===== src/rtl/cc_unit_pkg.sv =====
package cc_unit_pkg;
    localparam int OPW = 3;

    typedef enum logic [2:0] {
        OP_NOP   = 3'd0,
        OP_SETCC = 3'd1,
        OP_CMOV  = 3'd2,
        OP_JCC   = 3'd3,
        OP_JMP   = 3'd4
    } uop_e;

    typedef enum logic [1:0] {
        ST_IDLE = 2'd0,
        ST_SLOT = 2'd1,
        ST_RDR  = 2'd2
    } seq_e;
endpackage


===== src/rtl/cc_flag_bank.sv =====
module cc_flag_bank
    import cc_unit_pkg::*;
#(
    parameter int NSLOT = 2,
    parameter int NFLAG = 2,
    parameter int FW    = 1,
    parameter int DW    = 32
) (
    input  logic                 clk,
    input  logic                 rst_n,
    input  logic                 issue,
    input  logic [NSLOT*OPW-1:0] op,
    input  logic [NSLOT*FW-1:0]  fsel,
    input  logic [NSLOT*DW-1:0]  src_a,
    input  logic [NSLOT*DW-1:0]  src_b,
    output logic [NFLAG-1:0]     flags
);
    logic [NSLOT-1:0] wr_en;
    logic [NSLOT-1:0] wr_val;
    logic [FW-1:0]    wr_idx [NSLOT];
    logic [NFLAG-1:0] flags_q;
    logic [NFLAG-1:0] flags_d;

    for (genvar s = 0; s < NSLOT; s++) begin : g_wr
        assign wr_en[s]  = issue && (op[s*OPW +: OPW] == OP_SETCC);
        assign wr_idx[s] = fsel[s*FW +: FW];
        assign wr_val[s] = (src_a[s*DW +: DW] != src_b[s*DW +: DW]);
    end

    // later slots override earlier ones
    always_comb begin
        flags_d = flags_q;
        for (int s = 0; s < NSLOT; s++) begin
            if (wr_en[s] && (int'(wr_idx[s]) < NFLAG)) begin
                flags_d[wr_idx[s]] = wr_val[s];
            end
        end
    end

    always_ff @(posedge clk) begin
        if (!rst_n) flags_q <= '0;
        else        flags_q <= flags_d;
    end

    assign flags = flags_q;

    AST_FLAGS_HOLD_IDLE: assert property (@(posedge clk) disable iff (!rst_n)
        !issue |=> $stable(flags));

    AST_LAST_SLOT_WINS: assert property (@(posedge clk) disable iff (!rst_n)
        wr_en[NSLOT-1] |=> flags[$past(wr_idx[NSLOT-1])] == $past(wr_val[NSLOT-1]));
endmodule


===== src/rtl/cc_select_lane.sv =====
module cc_select_lane
    import cc_unit_pkg::*;
#(
    parameter int NFLAG = 2,
    parameter int FW    = 1,
    parameter int DW    = 32
) (
    input  logic [NFLAG-1:0] flags,
    input  logic [OPW-1:0]   op,
    input  logic [FW-1:0]    fsel,
    input  logic [DW-1:0]    src_a,
    input  logic [DW-1:0]    src_b,
    output logic [DW-1:0]    res
);
    logic cond;

    always_comb begin
        cond = 1'b0;
        if (int'(fsel) < NFLAG) cond = flags[fsel];
    end

    always_comb begin
        res = '0;
        if (op == OP_CMOV) res = cond ? src_a : src_b;
    end
endmodule


===== src/rtl/br_delay_fsm.sv =====
module br_delay_fsm
    import cc_unit_pkg::*;
#(
    parameter int NSLOT = 2,
    parameter int NFLAG = 2,
    parameter int FW    = 1,
    parameter int AW    = 32
) (
    input  logic                 clk,
    input  logic                 rst_n,
    input  logic                 issue,
    input  logic [NFLAG-1:0]     flags,
    input  logic [NSLOT*OPW-1:0] op,
    input  logic [NSLOT*FW-1:0]  fsel,
    input  logic [NSLOT*AW-1:0]  br_off,
    input  logic [AW-1:0]        cur_pc,
    output logic                 redirect,
    output logic [AW-1:0]        redirect_pc
);
    seq_e             state, state_d;
    logic [AW-1:0]    tgt_q;
    logic [NSLOT-1:0] taken;
    logic             hit;
    logic [AW-1:0]    hit_tgt;
    logic             load;

    for (genvar s = 0; s < NSLOT; s++) begin : g_take
        logic [FW-1:0] idx;
        logic          cond;
        assign idx  = fsel[s*FW +: FW];
        assign cond = (int'(idx) < NFLAG) ? flags[idx] : 1'b0;
        assign taken[s] = issue &&
            ((op[s*OPW +: OPW] == OP_JMP) ||
             ((op[s*OPW +: OPW] == OP_JCC) && cond));
    end

    // lowest-numbered taken slot supplies the target
    always_comb begin
        hit     = 1'b0;
        hit_tgt = '0;
        for (int s = NSLOT - 1; s >= 0; s--) begin
            if (taken[s]) begin
                hit     = 1'b1;
                hit_tgt = cur_pc + br_off[s*AW +: AW];
            end
        end
    end

    always_comb begin
        state_d = state;
        load    = 1'b0;
        unique case (state)
            ST_IDLE: begin
                if (hit) begin
                    state_d = ST_SLOT;
                    load    = 1'b1;
                end
            end
            ST_SLOT: begin
                if (issue) state_d = ST_RDR;
            end
            ST_RDR: begin
                if (hit) begin
                    state_d = ST_SLOT;
                    load    = 1'b1;
                end else begin
                    state_d = ST_IDLE;
                end
            end
            default: state_d = ST_IDLE;
        endcase
    end

    always_ff @(posedge clk) begin
        if (!rst_n) begin
            state <= ST_IDLE;
            tgt_q <= '0;
        end else begin
            state <= state_d;
            if (load) tgt_q <= hit_tgt;
        end
    end

    always_comb begin
        redirect    = (state == ST_RDR);
        redirect_pc = tgt_q;
    end

    AST_RDR_SINGLE: assert property (@(posedge clk) disable iff (!rst_n)
        redirect |=> !redirect);

    AST_RDR_AFTER_ISSUE: assert property (@(posedge clk) disable iff (!rst_n)
        redirect |-> $past(issue));

    AST_TGT_HELD_IN_SLOT: assert property (@(posedge clk) disable iff (!rst_n)
        (state == ST_SLOT) |=> $stable(redirect_pc));

    AST_STALL_KEEPS_SLOT: assert property (@(posedge clk) disable iff (!rst_n)
        (state == ST_SLOT && !issue) |=> (state == ST_SLOT));
endmodule


===== src/rtl/cc_branch_unit.sv =====
module cc_branch_unit
    import cc_unit_pkg::*;
#(
    parameter int NSLOT = 2,
    parameter int NFLAG = 2,
    parameter int DW    = 32,
    parameter int AW    = 32,
    localparam int FW   = (NFLAG > 1) ? $clog2(NFLAG) : 1
) (
    input  logic                 clk,
    input  logic                 rst_n,
    input  logic                 issue,
    input  logic [NSLOT*3-1:0]   op,
    input  logic [NSLOT*FW-1:0]  fsel,
    input  logic [NSLOT*DW-1:0]  src_a,
    input  logic [NSLOT*DW-1:0]  src_b,
    input  logic [NSLOT*AW-1:0]  br_off,
    input  logic [AW-1:0]        cur_pc,
    output logic [NFLAG-1:0]     flags,
    output logic [NSLOT*DW-1:0]  cmov_res,
    output logic                 redirect,
    output logic [AW-1:0]        redirect_pc
);
    logic [NFLAG-1:0] flags_w;

    cc_flag_bank #(.NSLOT(NSLOT), .NFLAG(NFLAG), .FW(FW), .DW(DW)) u_flags (
        .clk   (clk),
        .rst_n (rst_n),
        .issue (issue),
        .op    (op),
        .fsel  (fsel),
        .src_a (src_a),
        .src_b (src_b),
        .flags (flags_w)
    );

    for (genvar s = 0; s < NSLOT; s++) begin : g_lane
        cc_select_lane #(.NFLAG(NFLAG), .FW(FW), .DW(DW)) u_sel (
            .flags (flags_w),
            .op    (op[s*OPW +: OPW]),
            .fsel  (fsel[s*FW +: FW]),
            .src_a (src_a[s*DW +: DW]),
            .src_b (src_b[s*DW +: DW]),
            .res   (cmov_res[s*DW +: DW])
        );
    end

    br_delay_fsm #(.NSLOT(NSLOT), .NFLAG(NFLAG), .FW(FW), .AW(AW)) u_seq (
        .clk         (clk),
        .rst_n       (rst_n),
        .issue       (issue),
        .flags       (flags_w),
        .op          (op),
        .fsel        (fsel),
        .br_off      (br_off),
        .cur_pc      (cur_pc),
        .redirect    (redirect),
        .redirect_pc (redirect_pc)
    );

    assign flags = flags_w;
endmodule


===== config.mk =====
export PLATFORM = sky130hd
export DESIGN_NAME = cc_branch_unit
export DESIGN_NICKNAME = d
export VERILOG_FILES = /design/src/rtl/cc_unit_pkg.sv /design/src/rtl/cc_flag_bank.sv /design/src/rtl/cc_select_lane.sv /design/src/rtl/br_delay_fsm.sv /design/src/rtl/cc_branch_unit.sv
export SDC_FILE = /design/constraint.sdc
export NUM_CORES = 1
export LEC_CHECK = 0
export CORE_MARGIN = 2
export CORE_UTILIZATION = 46
export CTS_CLUSTER_DIAMETER = 60
export DETAILED_ROUTE_END_ITERATION = 10
export GPL_TIMING_DRIVEN = 1
export PLACE_DENSITY = 0.84
export REMOVE_ABC_BUFFERS = 1
export SLEW_MARGIN = 5
export SYNTH_ARGS = -nofsm -noshare
export SYNTH_HDL_FRONTEND = slang
export SYNTH_HIERARCHICAL = 1
export SYNTH_SLANG_ARGS = --single-unit

===== constraint.sdc =====
create_clock -name clk -period 3.87 [get_ports clk]
set_input_delay 0.9675 -clock clk [delete_from_list [all_inputs] [get_ports clk]]
set_output_delay 0.9675 -clock clk [all_outputs]
set_load 0.02 [all_outputs]

==> impl_results.md, run 1 <==
- Post-synth top flop: dfxtp_1
- Slew headroom: 0.585
- Share of layout cells above drive strength 1: 0.154
- PD cells: 188 nW/um2
- H-tree Lvls: 2
- Routed len/inst: about 19 um
- GR Util met2: 0.488
- Cell family with most CP delay: compound AO/OA/AOI/OAI gates
- Crit path buf inv count: 2
- First-pass DRT Iterations: 5
- Outcome: finished clean
- Clock Path Buffers: 2
- Post-route cell area: ~12000 um2
- Mapped Area: roughly 8400 um2
- Global route overflow: 0
- Final ANT Viol Nets: 0
- Post-route DRC: 0
- Antenna violations before repair: 7
- Pre-CTS worst setup slack: -0.144 ns
- Data required time of the worst path: between 4 and 5 ns
- CP max stage delay: about 0.5 ns
- Clk_lat worst skew: 0.28 ns
- Mapped Cells: about 970
- Commonest non-fill, non-tap cells in the layout: clkdlybuf4s50_1, nor4bb_1, xor2_1
- CTS root buf: clkbuf_16
- Worst-path clk slew: about 0.06 ns
- Initial Util: 0.468
- Most common cell on crit path: a211oi_1
- Setup crit start kind: input port
- Simple-Gate Fraction of Synth Area: 0.299
- CTS Buf Count: 5
- Post-synthesis mux area share: 0.121
- FF+latch count, synth: 36
- Max Fanout on Critical Path: 4
- First-pass GRT wire length: roughly 45000 um
- Sequential-to-total area share from yosys stat: 0.0861
- Vias post-DR: a little over 9000
- GR Util met1: 0.356
- Worst path slowest cell: clkdlybuf4s50_1
- Area delta synth->final: 46.2%
- Leak: between 5 and 6 nW
- WS Path Type: input port to flip-flop
- Pins over their slew limit: 0
- CTS tree: yes
- Commonest non-fill, non-tap cell in the layout: clkdlybuf4s50_1
- Post-DP Area: 12100 um2
- Met3 usage in global routing: 0.0228
- Fin worst setup slack: roughly 0.091 ns
- Number of flops mapped to enable cells by yosys: 0
- Fmax: around 0.26 GHz
- GRT Resource Usage Total: 0.283
- Compound-gate portion of the synthesized area: 0.214
- Minimum clock period: approximately 3.8 ns
- MaxCap Viol Count: 0
- Async S/R FF share, synth: 0
- Worst setup EP type: flip-flop
- Adder-cell area share of the yosys netlist: 0.0974
- Worst-margin pin slew: 0.616 ns
- Hold Fails Final Rpt: 0
- Unrepaired setup endpoints after global routing: no
- Post-route core utilization: 0.684
- Arrival time worst endpoint: between 3 and 4 ns
- Grt peak-use layer: met2
- Max IR drop VDD: between 0.1 and 0.15 mV
- Synth cell types: 94
- Cts hold-fix bufs: 0
- Iteration-0 DRC Markers: 615
- Via/cell ratio: slightly above 6
- Die span in x: around 140 um
- # IOs: ~330
- Period utilisation layout: 0.976
- Worst Clk Skew: about 0.0023 ns
- Post-DP HPWL: 23900 um
- Final setup violation count: 0
- Die area: around 19000 um2
- Row Count: 49
- CORE AREA: 17900 um2
- Crit-path cells: clkdlybuf4s50_1, ha_1, a211oi_1, o21ai_0, a22oi_2, a211oi_1, o31ai_1, buf_4, a31oi_1, or3_1, nand3_1, o21ai_1
- Vias in the first global route: between 8000 and 9000
- Post-Synth XOR/XNOR Area: 0.122
- Largest family of logic cells by synthesized area: simple AND/OR/NAND/NOR gates
- Nets: between 1500 and 2000
- CTS sink cnt: 36
- Synth warnings: 6
- Hold Path Class: flip-flop to flip-flop
- Routed wire length: slightly below 30000 um
- Mean Syn Cell Area: 8.62 um2
- Port bufs: between 300 and 400
- Routability congestion estimate: 0.957
- Die H: about 140 um
- Pin count of the biggest net entering global routing: 68
cell usage after synthesis (4+ instances only):
cell | number | area share
nand3_1 | 10 | 0.0060
a22oi_1 | 6 | 0.0054
or3_1 | 5 | 0.0037
ha_1 | 62 | 0.093
nand2_1 | 41 | 0.018
nor4_1 | 14 | 0.010
and4_1 | 5 | 0.0052
nand4_1 | 12 | 0.0090
o211ai_1 | 8 | 0.0072
o21bai_1 | 6 | 0.0054
buf_4 | 4 | 0.0036
nor4bb_1 | 95 | 0.11
nor2_1 | 53 | 0.024
a221oi_1 | 15 | 0.016
and4bb_2 | 26 | 0.039
mux2_4 | 60 | 0.11
dfxtp_1 | 36 | 0.086
inv_1 | 15 | 0.0067
clkbuf_1 | 29 | 0.013
nor3_1 | 21 | 0.013
and4bb_1 | 10 | 0.015
nand2b_1 | 4 | 0.0030
mux2_2 | 4 | 0.0054
a21oi_1 | 66 | 0.039
xnor2_1 | 30 | 0.031
a211oi_1 | 8 | 0.0072
a31oi_1 | 11 | 0.0082
and3_1 | 7 | 0.0052
nor4_2 | 4 | 0.0060
buf_2 | 19 | 0.011
a21o_1 | 32 | 0.029
and2_1 | 5 | 0.0037
clkbuf_4 | 12 | 0.011
xor2_1 | 87 | 0.091
nor2b_1 | 7 | 0.0052
buf_12 | 6 | 0.014
o21ai_0 | 51 | 0.030
worst register-to-register path, stage by stage (launching register included):
cell,delay (ns)
dfxtp_1,0.53
mux2i_1,0.15
o21ai_0,0.42
nand2_1,0.14
a21o_1,0.30
nor4_1,0.31
o41ai_1,0.12
a221o_1,0.37
o21ai_1,0.07
layout make-up:
cell class | count | area, um2
Multi-Input combinational cell | 848 | 7150
Sequential cell | 36 | 721
Timing Repair Buffer | 396 | 3840
Fill cell | 1467 | 5660
Clock buffer | 5 | 125
Clock inverter | 3 | 42.5
Antenna cell | 7 | 17.5
Tap cell | 229 | 287
Inverter | 16 | 60.1
where the power goes:
part	leakage [nW]	internal (W)	total (W)	switching, W
registers	0.294	0.000393	0.000410	0.0000166
clock network	0.0799	0.000303	0.000469	0.000166
logic	5.03	0.000734	0.00142	0.000685
per-layer routing:
metal  vias up  routed length, um
met5         -                  0
met4         0               1410
met3        80               1730
met2       429              14200
met1      4318              12300
li1       4460                  -
cell families (layout without fill, tap and decap cells):
group / Yosys count / after routing
simple gates: 339 / 339
compound gates: 260 / 260
xor+xnor: 117 / 117
buf+inv: 87 / 420
mux: 68 / 68
fa+ha+maj: 64 / 64
flops: 36 / 36
other cells: 0 / 7
sequential cells by signal (all words and copies together), names as in the netlist:
register	flops
u_flags/flags	2
u_seq/redirect_pc	32
u_seq/state	2
final timing paths:
check,startpoint,endpoint,slack [ns],depth (start not counted)
max,br_off[1],u_seq/redirect_pc[31],0.09,12
min,u_seq/redirect_pc[0],u_seq/redirect_pc[0],0.49,2
max reg2reg,u_flags/flags[1],u_seq/redirect_pc[31],1.39,8
min reg2reg,u_seq/redirect_pc[0],u_seq/redirect_pc[0],0.49,2
stage by stage:
stage                     hold slack (ns)  total power (W)  setup TNS (ns)  std cells
after floorplan                     0.506          0.00117               0        900
after global placement              0.485          0.00180           -1.44       1523
after detailed placement            0.488          0.00182           -4.40       1523
after CTS                           0.495          0.00229               0       1533
after global routing                0.530          0.00243               0       1540
final                               0.493          0.00230               0       1540
timing repair:
item,in CTS,in global routing
cloned,1,0
setup buffers,1,0
setup endpoints to repair,59,3
gates resized for setup,64,0
pin swaps,0,1
Note: power is estimated with default switching activity, not from simulation.
==> run 2: changes to the inputs <==
--- a/config.mk
+++ b/config.mk
@@ -11,7 +11,6 @@
 export DETAILED_ROUTE_END_ITERATION = 10
 export GPL_TIMING_DRIVEN = 1
 export PLACE_DENSITY = 0.84
-export REMOVE_ABC_BUFFERS = 1
 export SLEW_MARGIN = 5
 export SYNTH_ARGS = -nofsm -noshare
 export SYNTH_HDL_FRONTEND = slang
==> impl_results.md, run 2 (synthesis results as in run 1) <==
- Total power: about 0.0023 W
- CP startpoint: op[1]
- Commonest non-fill, non-tap cells in the layout: clkdlybuf4s50_1, xor2_1, nor4bb_1
- Worst Clk Skew: approximately 0.0037 ns
- Pin count of the biggest net entering global routing: 68
- CTS sink cnt: 36
- Top Layer Used: met4
- Die area: 19300 um2
- Die span in x: ~140 um
- Outcome: finished clean
- Worst setup EP type: output pin
- Cts hold-fix bufs: 0
- Pre-CTS worst setup slack: -0.189 ns
- First-pass GRT wire length: between 40000 and 50000 um
- Syn Nets: between 1000 and 1500
- Met2 WL: between 15000 and 20000 um
- CTS Buf Count: 5
- Die H: about 140 um
- Minimum clock period: slightly below 4 ns
- Antenna violations before repair: 7
- Hold Path Class: flip-flop to flip-flop
- Post-DP Area: between 10000 and 15000 um2
- Reg2Reg Setup Slack: about 1.4 ns
- Row Count: about 50
- # IOs: 334
- Met1 WL: between 10000 and 15000 um
- Routed len/inst: just over 20 um
- GRT Resource Usage Total: 0.299
- Routed wire length: around 32000 um
- Pins over their slew limit: 0
- Worst-path clk slew: ~0.060 ns
- H-tree Lvls: 2
- Fmax: between 0.2 and 0.3 GHz
- Max Fanout on Critical Path: 39
- CTS root buf: clkbuf_16
- Slew headroom: 0.603
- Routability congestion estimate: between 0.9 and 1
- Via/cell ratio: 6.16
- CTS tree: yes
- Vias in the first global route: 8915
- Clock Path Buffers: 2
- Commonest non-fill, non-tap cell in the layout: clkdlybuf4s50_1
- Post-route cell area: about 12000 um2
- Post-DP HPWL: about 25000 um
- Worst-margin pin slew: approximately 0.59 ns
- Area delta synth->final: 48.6%
- Hold Fails Final Rpt: 0
- Setup crit end: cmov_res[28]
- Final setup violation count: 0
- First-pass DRT Iterations: 5
- Reg2reg path depth: 8
- Max FFs per register: 32
- Reg-to-Reg Start: u_flags/flags[1]
- # fillers: ~1400
- Initial Util: 0.468
- Iteration-0 DRC Markers: between 700 and 800
- Fin worst setup slack: between 0.003 and 0.004 ns
- Critical R2R Capture: u_seq/redirect_pc[31]
- Clk_lat worst skew: around 0.28 ns
- CORE AREA: about 18000 um2
- Period utilisation layout: 0.999
- Global route overflow: 0
- WS Path Type: input port to output pin
- MaxCap Viol Count: 0
- Vias post-DR: ~9500
- Final ANT Viol Nets: 0
- Nets: between 1500 and 2000
- Met3 routed WL: approximately 2000 um
- Setup crit start kind: input port
- Post-route DRC: 0
- Leak: roughly 5.6 nW
- Data required time of the worst path: approximately 2.9 ns
- Share of layout cells above drive strength 1: 0.167
- Max IR drop VDD: 0.156 mV
- Arrival time worst endpoint: 2.90 ns
- Port bufs: between 300 and 400
- PD cells: roughly 180 nW/um2
## run 2: area by class of cell
| type | instances | area, um2 | share of cell area |
|---|---|---|---|
| multi-input cells | 848 | 7220 | 0.581 |
| well taps | 229 | 287 | 0.0230 |
| flip-flops and latches | 36 | 721 | 0.0579 |
| clock buffers | 6 | 139 | 0.0112 |
| inverters | 16 | 60.1 | 0.00483 |
| repair buffers | 402 | 3980 | 0.320 |
| clock inverters | 2 | 15.0 | 0.00121 |
| diodes | 7 | 17.5 | 0.00141 |
## run 2: where the power goes
group,leakage (nW),switching [W],internal [W]
Clock,0.0691,0.000166,0.000256
Combinational,5.23,0.000705,0.000750
Sequential,0.294,0.0000173,0.000393
Total,5.59,0.000888,0.00140
## run 2: worst min-delay path by stage
stage / from / to / slack [ns] / cells past startpoint
2_1_floorplan: u_seq/state[1] / u_seq/state[0] / 0.51 / 2
3_3_place_gp: u_seq/redirect_pc[2] / u_seq/redirect_pc[2] / 0.49 / 2
3_5_place_dp: u_seq/redirect_pc[2] / u_seq/redirect_pc[2] / 0.49 / 2
4_1_cts: u_seq/redirect_pc[2] / u_seq/redirect_pc[2] / 0.50 / 2
5_1_grt: u_seq/redirect_pc[11] / u_seq/redirect_pc[11] / 0.56 / 2
6_report: u_seq/redirect_pc[2] / u_seq/redirect_pc[2] / 0.49 / 2
## run 2: per-stage QoR
| stage | hold slack [ns] | setup TNS, ns | utilization | instances |
|---|---|---|---|---|
| detailed placement | 0.488 | -5.76 | 0.678 | 1529 |
| finish | 0.492 | 0 | 0.695 | 1546 |
| global route | 0.557 | -0.0397 | 0.695 | 1546 |
| global placement | 0.486 | -0.803 | 0.678 | 1529 |
| floorplan | 0.506 | 0 | - | 971 |
| CTS | 0.496 | 0 | 0.687 | 1539 |
## run 2: metal layers
metal / up-vias / track usage
met3: 89 / 0.0221
met4: 0 / 0.125
met2: 458 / 0.525
met1: 4513 / 0.380
li1: 4468 / -
met5: - / 0
## run 2: worst max-delay path, cell delays in order
cell	delay [ns]
clkdlybuf4s50_1	0.54
buf_12	0.20
nor4bb_1	0.34
mux2_2	0.24
clkdlybuf4s50_1	0.60
## run 2: timing repair
item                       CTS  global route
buffers inserted             1             0
setup endpoints to repair   59            19
cloned                       1             0
pin swaps                    0             0
resized for setup           29            30
